**src/rtl/spi_flag_pkg.sv**
```systemverilog
package spi_flag_pkg;
  localparam int BUS_W = 8;

  localparam int B_DONE = 7;
  localparam int B_WCOL = 6;
  localparam int B_FAULT = 5;
  localparam int B_OVR = 4;
  localparam int B_TXE = 1;
  localparam int B_EN = 0;

  typedef enum logic [1:0] {
    SS_3WIRE   = 2'b00,
    SS_4W_IN   = 2'b01,
    SS_DRV_LO  = 2'b10,
    SS_DRV_HI  = 2'b11
  } ss_mode_e;

  localparam logic [BUS_W-1:0] CTRL_RESET = 8'h06;
endpackage

```
**src/rtl/spi_pin_sync.sv**
```systemverilog
module spi_pin_sync #(
  parameter int W = 4,
  parameter int STAGES = 2,
  parameter logic [W-1:0] RST_VAL = '0
) (
  input  logic         clk,
  input  logic         rst,
  input  logic [W-1:0] din,
  output logic [W-1:0] dout
);
  logic [W-1:0] pipe [STAGES];

  generate
    for (genvar s = 0; s < STAGES; s++) begin : g_stage
      if (s == 0) begin : g_first
        always_ff @(posedge clk) begin
          if (rst) pipe[0] <= RST_VAL;
          else     pipe[0] <= din;
        end
      end else begin : g_next
        always_ff @(posedge clk) begin
          if (rst) pipe[s] <= RST_VAL;
          else     pipe[s] <= pipe[s-1];
        end
      end
    end
  endgenerate

  assign dout = pipe[STAGES-1];
endmodule

```
**src/rtl/spi_shift_core.sv**
```systemverilog
module spi_shift_core #(
  parameter int DW = 8,
  parameter int HALF = 4
) (
  input  logic          clk,
  input  logic          rst,
  input  logic          run,
  input  logic          is_master,
  input  logic          slv_sel,
  input  logic          sclk_s,
  input  logic          mosi_s,
  input  logic          miso_s,
  input  logic          load_req,
  input  logic [DW-1:0] load_data,
  output logic          load_ack,
  output logic          done,
  output logic [DW-1:0] rx_byte,
  output logic          sclk_o,
  output logic          shift_msb
);
  localparam int CW  = (DW > 2) ? $clog2(DW) : 1;
  localparam int HCW = (HALF > 2) ? $clog2(HALF) : 1;

  logic [DW-1:0]  shreg;
  logic [CW-1:0]  bcnt;
  logic [HCW-1:0] hcnt;
  logic           samp;
  logic           m_busy;
  logic           s_mid;
  logic           sclk_d;

  wire s_rise   = sclk_s & ~sclk_d;
  wire s_fall   = ~sclk_s & sclk_d;
  wire last_bit = (bcnt == CW'(DW-1));
  wire half_end = (hcnt == HCW'(HALF-1));
  wire [DW-1:0] shifted = {shreg[DW-2:0], samp};

  always_comb begin
    if (!run || !load_req) load_ack = 1'b0;
    else if (is_master)    load_ack = ~m_busy;
    else                   load_ack = (bcnt == '0) & ~s_mid & ~s_rise;
  end

  always_ff @(posedge clk) begin
    if (rst) sclk_d <= 1'b0;
    else     sclk_d <= sclk_s;
  end

  always_ff @(posedge clk) begin
    if (rst || !run) begin
      shreg   <= '0;
      bcnt    <= '0;
      hcnt    <= '0;
      samp    <= 1'b0;
      m_busy  <= 1'b0;
      s_mid   <= 1'b0;
      sclk_o  <= 1'b0;
      done    <= 1'b0;
      if (rst) rx_byte <= '0;
    end else begin
      done <= 1'b0;
      if (load_ack) begin
        shreg <= load_data;
        if (is_master) begin
          m_busy <= 1'b1;
          hcnt   <= '0;
          bcnt   <= '0;
        end
      end
      if (is_master) begin
        s_mid <= 1'b0;
        if (m_busy) begin
          if (half_end) begin
            hcnt   <= '0;
            sclk_o <= ~sclk_o;
            if (!sclk_o) begin
              samp <= miso_s;
            end else begin
              shreg <= shifted;
              bcnt  <= bcnt + 1'b1;
              if (last_bit) begin
                done    <= 1'b1;
                rx_byte <= shifted;
                m_busy  <= 1'b0;
                bcnt    <= '0;
              end
            end
          end else begin
            hcnt <= hcnt + 1'b1;
          end
        end else begin
          sclk_o <= 1'b0;
        end
      end else begin
        sclk_o <= 1'b0;
        hcnt   <= '0;
        if (m_busy) begin
          m_busy <= 1'b0;
          bcnt   <= '0;
          s_mid  <= 1'b0;
        end else if (!slv_sel) begin
          bcnt  <= '0;
          s_mid <= 1'b0;
        end else if (s_rise) begin
          samp  <= mosi_s;
          s_mid <= 1'b1;
        end else if (s_fall && s_mid) begin
          s_mid <= 1'b0;
          shreg <= shifted;
          bcnt  <= bcnt + 1'b1;
          if (last_bit) begin
            done    <= 1'b1;
            rx_byte <= shifted;
            bcnt    <= '0;
          end
        end
      end
    end
  end

  assign shift_msb = shreg[DW-1];
endmodule

```
**src/rtl/spi_csr.sv**
```systemverilog
module spi_csr
  import spi_flag_pkg::*;
#(
  parameter int DW = BUS_W
) (
  input  logic          clk,
  input  logic          rst,
  input  logic          bus_wr,
  input  logic          bus_rd,
  input  logic          bus_addr,
  input  logic [DW-1:0] bus_wdata,
  output logic [DW-1:0] bus_rdata,
  input  logic          load_ack,
  input  logic          xfer_done,
  input  logic [DW-1:0] rx_byte,
  input  logic          slave_xfer,
  input  logic          fault_cond,
  output logic [7:0]    ctrl_q,
  output logic [DW-1:0] tx_buf
);
  logic       f_done, f_wcol, f_fault, f_ovr;
  logic [1:0] mode;
  logic       txe, en;
  logic [DW-1:0] rx_buf;
  logic       rx_full;

  wire wr_ctrl = bus_wr & bus_addr;
  wire wr_data = bus_wr & ~bus_addr;

  wire unused_wbit = bus_wdata[B_TXE];

  assign ctrl_q = {f_done, f_wcol, f_fault, f_ovr, mode, txe, en};

  always_ff @(posedge clk) begin
    if (rst) begin
      f_done  <= 1'b0;
      f_wcol  <= 1'b0;
      f_fault <= 1'b0;
      f_ovr   <= 1'b0;
      mode    <= SS_4W_IN;
      txe     <= 1'b1;
      en      <= 1'b0;
      tx_buf  <= '0;
      rx_buf  <= '0;
      rx_full <= 1'b0;
      bus_rdata <= '0;
    end else begin
      if (wr_ctrl) begin
        f_done  <= f_done  & bus_wdata[B_DONE];
        f_wcol  <= f_wcol  & bus_wdata[B_WCOL];
        f_fault <= f_fault & bus_wdata[B_FAULT];
        f_ovr   <= f_ovr   & bus_wdata[B_OVR];
        mode    <= bus_wdata[3:2];
        en      <= bus_wdata[B_EN];
      end
      if (wr_data) begin
        if (txe) begin
          tx_buf <= bus_wdata;
          txe    <= 1'b0;
        end else begin
          f_wcol <= 1'b1;
        end
      end
      if (load_ack) txe <= 1'b1;
      if (bus_rd) begin
        bus_rdata <= bus_addr ? ctrl_q : rx_buf;
        if (!bus_addr) rx_full <= 1'b0;
      end
      if (fault_cond) f_fault <= 1'b1;
      if (xfer_done) begin
        f_done <= 1'b1;
        if (slave_xfer && rx_full) begin
          f_ovr <= 1'b1;
        end else begin
          rx_buf  <= rx_byte;
          rx_full <= 1'b1;
        end
      end
    end
  end
endmodule

```
**src/rtl/spi_flag_ctrl.sv**
```systemverilog
module spi_flag_ctrl
  import spi_flag_pkg::*;
#(
  parameter int SYNC_STAGES = 2,
  parameter int SCLK_HALF = 4
) (
  input  logic             clk,
  input  logic             rst,
  input  logic             bus_wr,
  input  logic             bus_rd,
  input  logic             bus_addr,
  input  logic [BUS_W-1:0] bus_wdata,
  output logic [BUS_W-1:0] bus_rdata,
  input  logic             master_req,
  input  logic             irq_enable,
  output logic             irq,
  input  logic             sclk_in,
  output logic             sclk_out,
  output logic             sclk_oe,
  input  logic             mosi_in,
  output logic             mosi_out,
  output logic             mosi_oe,
  input  logic             miso_in,
  output logic             miso_out,
  output logic             miso_oe,
  input  logic             ss_in,
  output logic             ss_out,
  output logic             ss_oe
);
  localparam int NPIN = 4;
  localparam logic [NPIN-1:0] PIN_RST = 4'b1000;

  logic [NPIN-1:0] pins_s;
  logic            ss_s, sclk_s, mosi_s, miso_s;
  logic [7:0]      ctrl_q;
  logic [BUS_W-1:0] tx_buf, rx_byte;
  logic            load_ack, xfer_done, shift_msb, eng_sclk;
  logic            is_master, fault_cond, slv_sel, en;
  logic [1:0]      mode;

  spi_pin_sync #(.W(NPIN), .STAGES(SYNC_STAGES), .RST_VAL(PIN_RST)) u_sync (
    .clk(clk), .rst(rst),
    .din({ss_in, sclk_in, mosi_in, miso_in}),
    .dout(pins_s)
  );
  assign {ss_s, sclk_s, mosi_s, miso_s} = pins_s;

  assign en   = ctrl_q[B_EN];
  assign mode = ctrl_q[3:2];

  assign is_master  = master_req & en & ~ctrl_q[B_FAULT];
  assign fault_cond = master_req & en & (mode == SS_4W_IN) & ~ss_s;
  assign slv_sel    = (mode == SS_4W_IN) ? ~ss_s : 1'b1;

  spi_csr #(.DW(BUS_W)) u_csr (
    .clk(clk), .rst(rst),
    .bus_wr(bus_wr), .bus_rd(bus_rd), .bus_addr(bus_addr),
    .bus_wdata(bus_wdata), .bus_rdata(bus_rdata),
    .load_ack(load_ack), .xfer_done(xfer_done), .rx_byte(rx_byte),
    .slave_xfer(~is_master), .fault_cond(fault_cond),
    .ctrl_q(ctrl_q), .tx_buf(tx_buf)
  );

  spi_shift_core #(.DW(BUS_W), .HALF(SCLK_HALF)) u_core (
    .clk(clk), .rst(rst), .run(en),
    .is_master(is_master), .slv_sel(slv_sel),
    .sclk_s(sclk_s), .mosi_s(mosi_s), .miso_s(miso_s),
    .load_req(~ctrl_q[B_TXE]), .load_data(tx_buf),
    .load_ack(load_ack), .done(xfer_done), .rx_byte(rx_byte),
    .sclk_o(eng_sclk), .shift_msb(shift_msb)
  );

  assign sclk_out = eng_sclk;
  assign sclk_oe  = is_master;
  assign mosi_out = shift_msb;
  assign mosi_oe  = is_master;
  assign miso_out = shift_msb;
  assign miso_oe  = en & ~is_master & slv_sel;
  assign ss_out   = mode[0];
  assign ss_oe    = en & mode[1];
  assign irq      = irq_enable & (|ctrl_q[7:4]);
endmodule

```
**config.mk**
```make
export PLATFORM = sky130hd
export DESIGN_NAME = spi_flag_ctrl
export DESIGN_NICKNAME = d
export VERILOG_FILES = /design/src/rtl/spi_flag_pkg.sv /design/src/rtl/spi_pin_sync.sv /design/src/rtl/spi_shift_core.sv /design/src/rtl/spi_csr.sv /design/src/rtl/spi_flag_ctrl.sv
export SDC_FILE = /design/constraint.sdc
export NUM_CORES = 1
export LEC_CHECK = 0
export ABC_AREA = 1
export CAP_MARGIN = 10
export CORE_ASPECT_RATIO = 1.2
export CORE_MARGIN = 2
export CORE_UTILIZATION = 60
export CTS_CLUSTER_DIAMETER = 30
export DETAILED_ROUTE_END_ITERATION = 10
export DONT_BUFFER_PORTS = 1
export HOLD_SLACK_MARGIN = 0.12
export PLACE_DENSITY_LB_ADDON = 0.05
export SYNTH_ARGS = -nofsm -noshare
export SYNTH_HDL_FRONTEND = slang
export SYNTH_SLANG_ARGS = --single-unit
```
**constraint.sdc**
```tcl
create_clock -name clk -period 2.6 [get_ports clk]
set_input_delay 0.52 -clock clk [delete_from_list [all_inputs] [get_ports clk]]
set_output_delay 0.52 -clock clk [all_outputs]
set_load 0.005 [all_outputs]
```
## Yosys cells after proc, flatten, opt, wreduce, memory -nomap -nowiden

Memories as Yosys holds them, arrays and structs flattened.
Cells that the tools add are included.

| operators by class | value |
|---|---|
| add/sub/neg operators | 2 |
| bitwise logic cells | 32 |
| reduce and logical (&&, ||, !) cells | 23 |
| equal/unequal tests | 13 |
| mux-type cells | 83 |

Operator list:

| kind | count |
|---|---|
| $mux 8 | 21 |
| $mux 1 | 46 |
| $mux 3 | 11 |
| $and 1x1->1 | 18 |
| $not 1->1 | 12 |
| $reduce_bool 2->1 | 6 |
| $ne 3x3->1 const B | 3 |
| $mux 4 | 2 |
| $ne 2x2->1 const B | 4 |
| $reduce_and 8->1 | 1 |
| $reduce_or 4->1 | 2 |
| $mux 2 | 3 |
| $reduce_and 6->1 | 1 |
| $reduce_bool 3->1 | 2 |
| $reduce_and 2->1 | 2 |
| $reduce_or 2->1 | 2 |
| $add 3x1->3 const B | 1 |
| $eq 3x3->1 const B | 1 |
| $logic_not 3->1 | 1 |
| $ne 3x1->1 const B | 1 |
| $ne 3x2->1 const B | 1 |
| $reduce_or 3->1 | 1 |
| $add 2x1->2 const B | 1 |
| $eq 2x1->1 const B | 1 |
| 6 further kinds | 9 |

| word-level totals | value |
|---|---|
| logic and storage cells | 175 |
| memories | 1 |
| register bits | 60 |
| output and inout port bits | 17 |
| memory bits (writable) | 8 |

Memory list:

| memory | depth | width | rd ports | clocked after memory_dff | wr ports | line | RTL |
|---|---|---|---|---|---|---|---|
| u_sync.pipe | 2 | 4 | 2 | 0 | 2 | spi_pin_sync.sv:11 | `logic [W-1:0] pipe [STAGES];` |

## Depth between registers and ports, before layout

Gate-level depths: netlist (run 1).

| logic depth | value |
|---|---|
| depth in word-level cells | 12 |
| gate-level depth with buffers | 11 |
| depth with buffers taken out | 11 |

## Hierarchy

From an unflattened synthesis (run 1), not the netlist that was laid out.

| second synthesis, totals | value |
|---|---|
| cell total of the unflattened synthesis | 443 |
| area, all modules | 3270.6 um2 |

By module, submodules not included:

| module | area each (um2) | cells an instance | times used | sequential area each (um2) |
|---|---|---|---|---|
| spi_shift_core | 1490.2 | 184 | 1 | 620.6 |
| spi_csr | 1455.1 | 214 | 1 | 660.6 |
| spi_pin_sync | 224.0 | 25 | 1 | 160.2 |
| spi_flag_ctrl | 101.3 | 20 | 1 | 0.0 |

## Least setup slack after synthesis (run 1)

No wires, ideal clock.

| timing | value |
|---|---|
| path type | input to register |
| from | in rst |
| to | reg u_core.rx_byte[0] (enable) |
| arrival | 1623 ps |
| setup time | 370 ps |
| data required time | 2230 ps |
| stages | 7 |
| path slack | 607 ps |
| path through | buf_2 -> clkinv_1 -> nand2_2 -> inv_2 -> nand2_1 -> o21ai_0 -> nor2_1 |

| between the ends | value |
|---|---|
| longest elaborated chain between the ends | 3 |
| elaborated cells on any way between the ends | 10 |
| classes of those cells | eq/ne (6); reduce/logical (4) |

Ends and longest elaborated chain:

| what | line | RTL |
|---|---|---|
| from (decl) | spi_flag_ctrl.sv:8 | `input logic rst,` |
| $logic_or 1x1->1 | spi_shift_core.sv:50 | `if (rst \|\| !run) begin` |
| $ne 3x2->1 (no source line), or another cell as far along | -- |  |
| $reduce_and 8->1 (no source line) * | -- |  |
| to (signal assigned) | spi_shift_core.sv:83 | `rx_byte <= shifted;` |
| to (signal assigned) | spi_shift_core.sv:113 | `rx_byte <= shifted;` |
| to (decl) | spi_shift_core.sv:17 | `output logic [DW-1:0] rx_byte,` |

Every way passes the cells marked *; elsewhere a longest branch is shown, timed or not.
A chain may end at the register's enable or synchronous reset.

## Worst setup path after layout (run 1)

| timing | value |
|---|---|
| from | reg u_csr.en |
| to | out miso_oe |

| between the ends | value |
|---|---|
| longest elaborated chain between the ends | 5 |

Ends and longest elaborated chain:

| what | line | RTL |
|---|---|---|
| from (decl) | spi_csr.sv:23 | `logic txe, en;` |
| from (signal assigned) | spi_csr.sv:54 | `en <= bus_wdata[B_EN];` |
| $and 1x1->1 (2 in series) | spi_flag_ctrl.sv:51 | `assign is_master = master_req & en & ~ctrl_q[B_FAULT];` |
| via mosi_oe | spi_flag_ctrl.sv:22 | `output logic mosi_oe,` |
| $not 1->1 (no source line) | -- |  |
| $and 1x1->1 (2 in series) | spi_flag_ctrl.sv:78 | `assign miso_oe = en & ~is_master & slv_sel;` |
| to (decl) | spi_flag_ctrl.sv:25 | `output logic miso_oe,` |

The timed path passes the listed nets, and every way through them passes these cells.

==> results.yml, run 1 <==
logic_synthesis:
  synth-edff-count: 8
  synth_seq_area_share_pct: 47.0
  synth.most_common_cell: "nand2_1"
  synth_fp_nets: 428
  synth_area_um2: 3070
  yosys_register_bits: 68
  ys_warn_count: 0
  synth.top_cells.by_area: "dfxtp_1, nand2_1, edfxtp_1"
  synth_cell_types: 32
  yosys.area.top_type: "dfxtp_1"
  synthCells: 403
  synthArstFlopShare_pct: 0
  synth.avg_cell_area_um2: 7.61
  ys_top_cells_by_count: "nand2_1, dfxtp_1, inv_1"
  synth.top_cell.area_share_pct: 39.2
  synth_ff_type: "dfxtp_1"
cts:
  numCtsBuffers: 9
  htree_levels: 3
  cts_resized: 0
  cts_hold_buf: 0
  insertion_delay_ns: 0.34
  cts_tree: "done"
  path_clk_slew_ns: 0.08
  numClockSinks: 68
  clk_path_buf_depth: 2
  postCtsSetupRepairBufs: 0
  cts_root_buffer: "clkbuf_8"
placed_design:
  gp_congestion: 0.855
  dpl.hpwl_mm: 4.73
  pre_cts_ws_ns: 0.768
  place_inst: 449
  io_buffers: 0
min_path:
  min_from: "rst"
  holdCritPathClass: "input pin to flip-flop"
  min_path_cells: 1
  whs_endpoint: "u_csr.tx_buf[6]$_SDFFE_PP0P_"
global_routing:
  grt_use_total_pct: 24.5
  grt_pass1_wl_mm: 11.0
  grt_max_degree: 28
  grt_overflow: 0
  first_global_vias: 2333
  antenna_found_initial: 0
route:
  finalWirelength_mm: 6.61
  detail-route-antenna-nets: 0
  drtIter0Drc: 197
  routedWlPerCell_um: 14.2
  via_per_inst: 5.36
  vias: 2493
  dr.pass1.iters: 5
  drc: 0
timing:
  worstMarginPinSlew_ns: 0.544
  final.period_utilization_pct: 69.0
  setup_tns_ns: 0
  min_period_ns: 1.79
  clock.fmax_mhz: 558
  rsz0062_at_grt: "no"
  final-setup-viol-count: 0
  slew_viol_final: 0
  max_slew_margin_pct: 63.7
  finalHoldViolations: 0
  holdWs_ns: 0.236
  fin_ws_ns: 0.807
  worst_clock_skew_ns: 0.00666
worst_setup_path:
  crit_chain: "nand2_2, nor2_4, nor3_1"
  cp-start-kind: "flip-flop"
  cp-end-kind: "output port"
  crit_start: "u_csr.en$_SDFFE_PP0P_"
  reg2reg_depth: 6
  path_delay_family: "simple AND/OR/NAND/NOR gates"
  r2r-start: "u_csr.en$_SDFFE_PP0P_"
  path_class: "flip-flop to output port"
  critPathArrivalTime_ns: 1.27
  worstReg2RegEnd: "u_core.rx_byte[7]$_SDFFCE_PP0P_"
  crit_required_ns: 2.08
  cpMaxStageDelayCell: "dfxtp_1"
  cpPeakStageDelay_ns: 0.41
  r2r_setup_slack_ns: 0.83
  path_buf_inv: 0
  critical_path_peak_fanout: 11
cells_and_area:
  final_cells: 465
  nets: 425
  final_layout_size_suffix_gt1_share_pct: 9.14
  n_fill_cell: 456
  area_growth_pct: 5.71
  antenna_cells: 0
floorplan:
  io_pins: 36
  initial_core_util_pct: 62.1
  dieArea_um2: 5700
  rows: 28
  core_area_um2: 4940
  dieHeight_um: 82.3
  die_w_um: 69.3
pwr:
  power.internal_mw: 1.51
  clock_power_share_pct: 38.6
  power_density_nw_per_um2: 626
  power_frac_comb_pct: 6.1
  power_switching_mw: 0.515
  peakVddDrop_uv: 458
  seq_power_share_pct: 55.3
  sw_frac_of_total_pct: 25.4
  p_leak_nw: 1.44
job:
  drv_cap: 0
outcome:
  status: "complete, no violations"
[metal layers]
| metal | vias to the layer above | routed length, um | global-route usage, % |
|---|---|---|---|
| li1 | 1290 | - | - |
| met1 | 1116 | 3020 | 31.4 |
| met2 | 81 | 3030 | 39.6 |
| met3 | 6 | 509 | 8.37 |
| met4 | 0 | 56 | 7.25 |
| met5 | - | 0 | 0 |
[cells in the final DEF, fill, tap and decap left out, drive strengths merged]
cell	n
a31oi	1
clkinvlp	2
o21ai	35
buf	2
nor3	1
a211oi	2
nand2	82
dfxtp	60
clkbuf	11
edfxtp	8
clkinv	2
ha	6
nand4	2
nand3	33
o22ai	1
inv	58
a21oi	34
o211ai	9
or2	3
nor2	52
o41a	1
[cell families (layout without fill, tap and decap cells)]
kind of cell             after synthesis  after routing  synth area share [%]
adder cells (fa/ha/maj)                6              6                  2.45
AO/OA/AOI/OAI                         83             83                  15.2
flip-flops                            68             68                  47.0
buffers and inverters                 73             75                  10.0
AND/OR/NAND/NOR                      173            173                  25.4
[worst max path at each step]
| stage | slack (ns) | end | cells after the start |
|---|---|---|---|
| after detailed placement | 0.77 | u_core.samp$_SDFFE_PP0P_ | 8 |
| after global placement | 0.81 | u_core.samp$_SDFFE_PP0P_ | 8 |
| after CTS | 0.79 | miso_oe | 3 |
| final | 0.81 | miso_oe | 3 |
| after global routing | 0.67 | u_core.rx_byte[7]$_SDFFCE_PP0P_ | 6 |
| after floorplan | 0.61 | u_core.rx_byte[0]$_SDFFCE_PP0P_ | 7 |
[sequential cells by signal, summed over array words and instances, names as in the netlist, 2 cells and up]
name / count
u_core.rx_byte: 8
u_core.shreg: 8
u_csr.bus_rdata: 8
u_csr.rx_buf: 8
u_csr.tx_buf: 8
u_sync.pipe: 8
u_core.bcnt: 3
u_core.hcnt: 2
u_csr.mode: 2
[power groups by stage]
| stage | combinational [mW] | clock (mW) | sequential, mW |
|---|---|---|---|
| after global routing | 0.141 | 0.832 | 1.13 |
| after CTS | 0.124 | 0.787 | 1.12 |
| after global placement | 0.121 | 0 | 1.15 |
| final | 0.124 | 0.783 | 1.12 |
| after detailed placement | 0.123 | 0 | 1.15 |
| after floorplan | 0.109 | 0 | 1.14 |
[through the flow]
stage               area [um2]  power (mW)  utilization (%)
finish                    3240        2.03             65.7
global route              3240        2.10             65.7
CTS                       3240        2.03             65.7
detailed placement        3070        1.27             62.1
global placement          3070        1.27             62.1
floorplan                 3070        1.25                -
[cell type report]
class                           count  area [um2]  area share (%)
Clock buffer                       11         141            4.36
Timing Repair Buffer                2        15.0           0.463
Multi-Input combinational cell    262        1320            40.7
Tap cell                           60        75.1            2.31
Sequential cell                    68        1440            44.4
Inverter                           57         216            6.67
Clock inverter                      5        35.0            1.08
No activity file was read; power rests on OpenSTA's default activity.
==> run 2: changes to the inputs <==
--- a/config.mk
+++ b/config.mk
@@ -9,7 +9,7 @@
 export CAP_MARGIN = 10
 export CORE_ASPECT_RATIO = 1.2
 export CORE_MARGIN = 2
-export CORE_UTILIZATION = 60
+export CORE_UTILIZATION = 56
 export CTS_CLUSTER_DIAMETER = 30
 export DETAILED_ROUTE_END_ITERATION = 10
 export DONT_BUFFER_PORTS = 1
==> constraint.sdc (replaced) <==
create_clock -name clk -period 1.5 [get_ports clk]
set_input_delay 0.3 -clock clk [delete_from_list [all_inputs] [get_ports clk]]
set_output_delay 0.3 -clock clk [all_outputs]
set_load 0.005 [all_outputs]
==> results.yml, run 2 (synthesis gave the netlist of run 1 again) <==
timing:
  finalHoldViolations: 0
  min_period_ns: 1.45
  final.period_utilization_pct: 96.7
  holdWs_ns: 0.132
  fin_ws_ns: 0.0496
  slew_viol_final: 0
  max_slew_margin_pct: 60.1
  final-setup-viol-count: 0
  worstMarginPinSlew_ns: 0.596
  worst_clock_skew_ns: 0.0118
  clock.fmax_mhz: 689
  rsz0062_at_grt: "no"
global_routing:
  grt_use_total_pct: 25.6
  antenna_found_initial: 0
  grt_overflow: 0
  grt_max_degree: 28
  first_global_vias: 2598
  grt_pass1_wl_mm: 12.2
floorplan:
  dieHeight_um: 85.1
  initial_core_util_pct: 57.9
  core_area_um2: 5300
  dieArea_um2: 6090
  io_pins: 36
  rows: 29
  die_w_um: 71.6
pwr:
  p_leak_nw: 1.56
  power_density_nw_per_um2: 1010
  power_switching_mw: 0.946
  seq_power_share_pct: 54.7
  sw_frac_of_total_pct: 26.6
  power.internal_mw: 2.61
  peakVddDrop_uv: 722
  total_power_mw: 3.55
  power_frac_comb_pct: 7.9
  clock_power_share_pct: 37.4
cells_and_area:
  layout_common_cells: "nand2_1, dfxtp_1, inv_1, nor2_1"
  final_common_cell: "nand2_1"
  final_core_utilization_pct: 66.4
  antenna_cells: 0
  final_layout_size_suffix_gt1_share_pct: 16.4
  nets: 447
  area_growth_pct: 14.6
route:
  vias: 2606
  routedWlPerCell_um: 14.3
  finalWirelength_mm: 7.00
  dr.pass1.iters: 4
  detail-route-antenna-nets: 0
  drc: 0
  drtIter0Drc: 189
  via_per_inst: 5.33
worst_setup_path:
  cp-start-kind: "flip-flop"
  crit_chain: "nand2_2, nor2_4, buf_6, nor3_4"
  cpMaxStageDelayCell: "dfxtp_2"
  path_class: "flip-flop to output port"
  path_buf_inv: 1
  cpPeakStageDelay_ns: 0.33
  path_delay_family: "flip-flops"
  crit_required_ns: 1.20
  critPathArrivalTime_ns: 1.15
  critical_path_peak_fanout: 7
  cp-end-kind: "output port"
cts:
  numClockSinks: 68
  numCtsBuffers: 9
  cts_root_buffer: "clkbuf_8"
  htree_levels: 3
  clk_path_buf_depth: 2
  path_clk_slew_ns: 0.07
  insertion_delay_ns: 0.34
  cts_tree: "done"
placed_design:
  dpl.hpwl_mm: 5.16
  pre_cts_ws_ns: 0.0437
  gp_congestion: 0.861
  io_buffers: 0
min_path:
  holdCritPathClass: "input pin to flip-flop"
outcome:
  status: "complete, no violations"
job:
  drv_cap: 0
## run 2: worst paths after layout
path	cells past startpoint	end	from	slack, ns
worst max-delay path	4	miso_oe	u_csr.en$_SDFFE_PP0P_	0.05
worst min-delay path	2	u_csr.tx_buf[6]$_SDFFE_PP0P_	bus_wdata[6]	0.13
worst max register to register	6	u_core.rx_byte[2]$_SDFFCE_PP0P_	u_csr.en$_SDFFE_PP0P_	0.08
worst min register to register	2	u_sync.pipe[1][0]$_SDFF_PP0_	u_sync.pipe[0][0]$_SDFF_PP0_	0.40
## run 2: through the flow
stage,cell area (um2),TNS (ns),std cells
after floorplan,3120,-0.408,403
final,3520,0,489
after CTS,3480,0,489
after global placement,3230,0,467
after detailed placement,3230,0,467
after global routing,3520,0,489
## run 2: cell type report
class	instances	area, um2
Sequential cell	68	1450
Clock buffer	10	128
Clock inverter	6	40.0
Fill cell	479	1780
Timing Repair Buffer	24	203
Multi-Input combinational cell	262	1410
Inverter	57	218
Tap cell	62	77.6
## run 2: layer usage
metal  global-route usage [%]  vias up  wire length [um]
met2                     40.8       54              3360
li1                         -     1338                 -
met4                     9.78        0                97
met3                     5.94       13               273
met5                        0        -                 0
met1                     33.7     1201              3260
## run 2: timing repair
action                                 4_1_cts  5_1_grt
setup buffers                                0        0
pin swaps                                    1        2
endpoints found under the hold margin       23        0
setup endpoints to repair                    1       28
hold buffers                                 6        0
gates resized for setup                      5       12
## run 2: power groups by stage
| stage | registers (mW) | logic, mW | clock network (mW) |
|---|---|---|---|
| floorplan | 1.97 | 0.200 | 0 |
| global placement | 1.98 | 0.243 | 0 |
| detailed placement | 1.98 | 0.249 | 0 |
| CTS | 1.94 | 0.277 | 1.34 |
| global route | 1.95 | 0.319 | 1.41 |
| finish | 1.94 | 0.280 | 1.33 |
==> run 3: changes to the inputs <==
--- a/config.mk
+++ b/config.mk
@@ -6,7 +6,7 @@
 export NUM_CORES = 1
 export LEC_CHECK = 0
 export ABC_AREA = 1
-export CAP_MARGIN = 10
+export CAP_MARGIN = 20
 export CORE_ASPECT_RATIO = 1.2
 export CORE_MARGIN = 2
 export CORE_UTILIZATION = 56
==> results of run 3 <==
No change in the layout: final DEF, timing and power equal those of run 2.
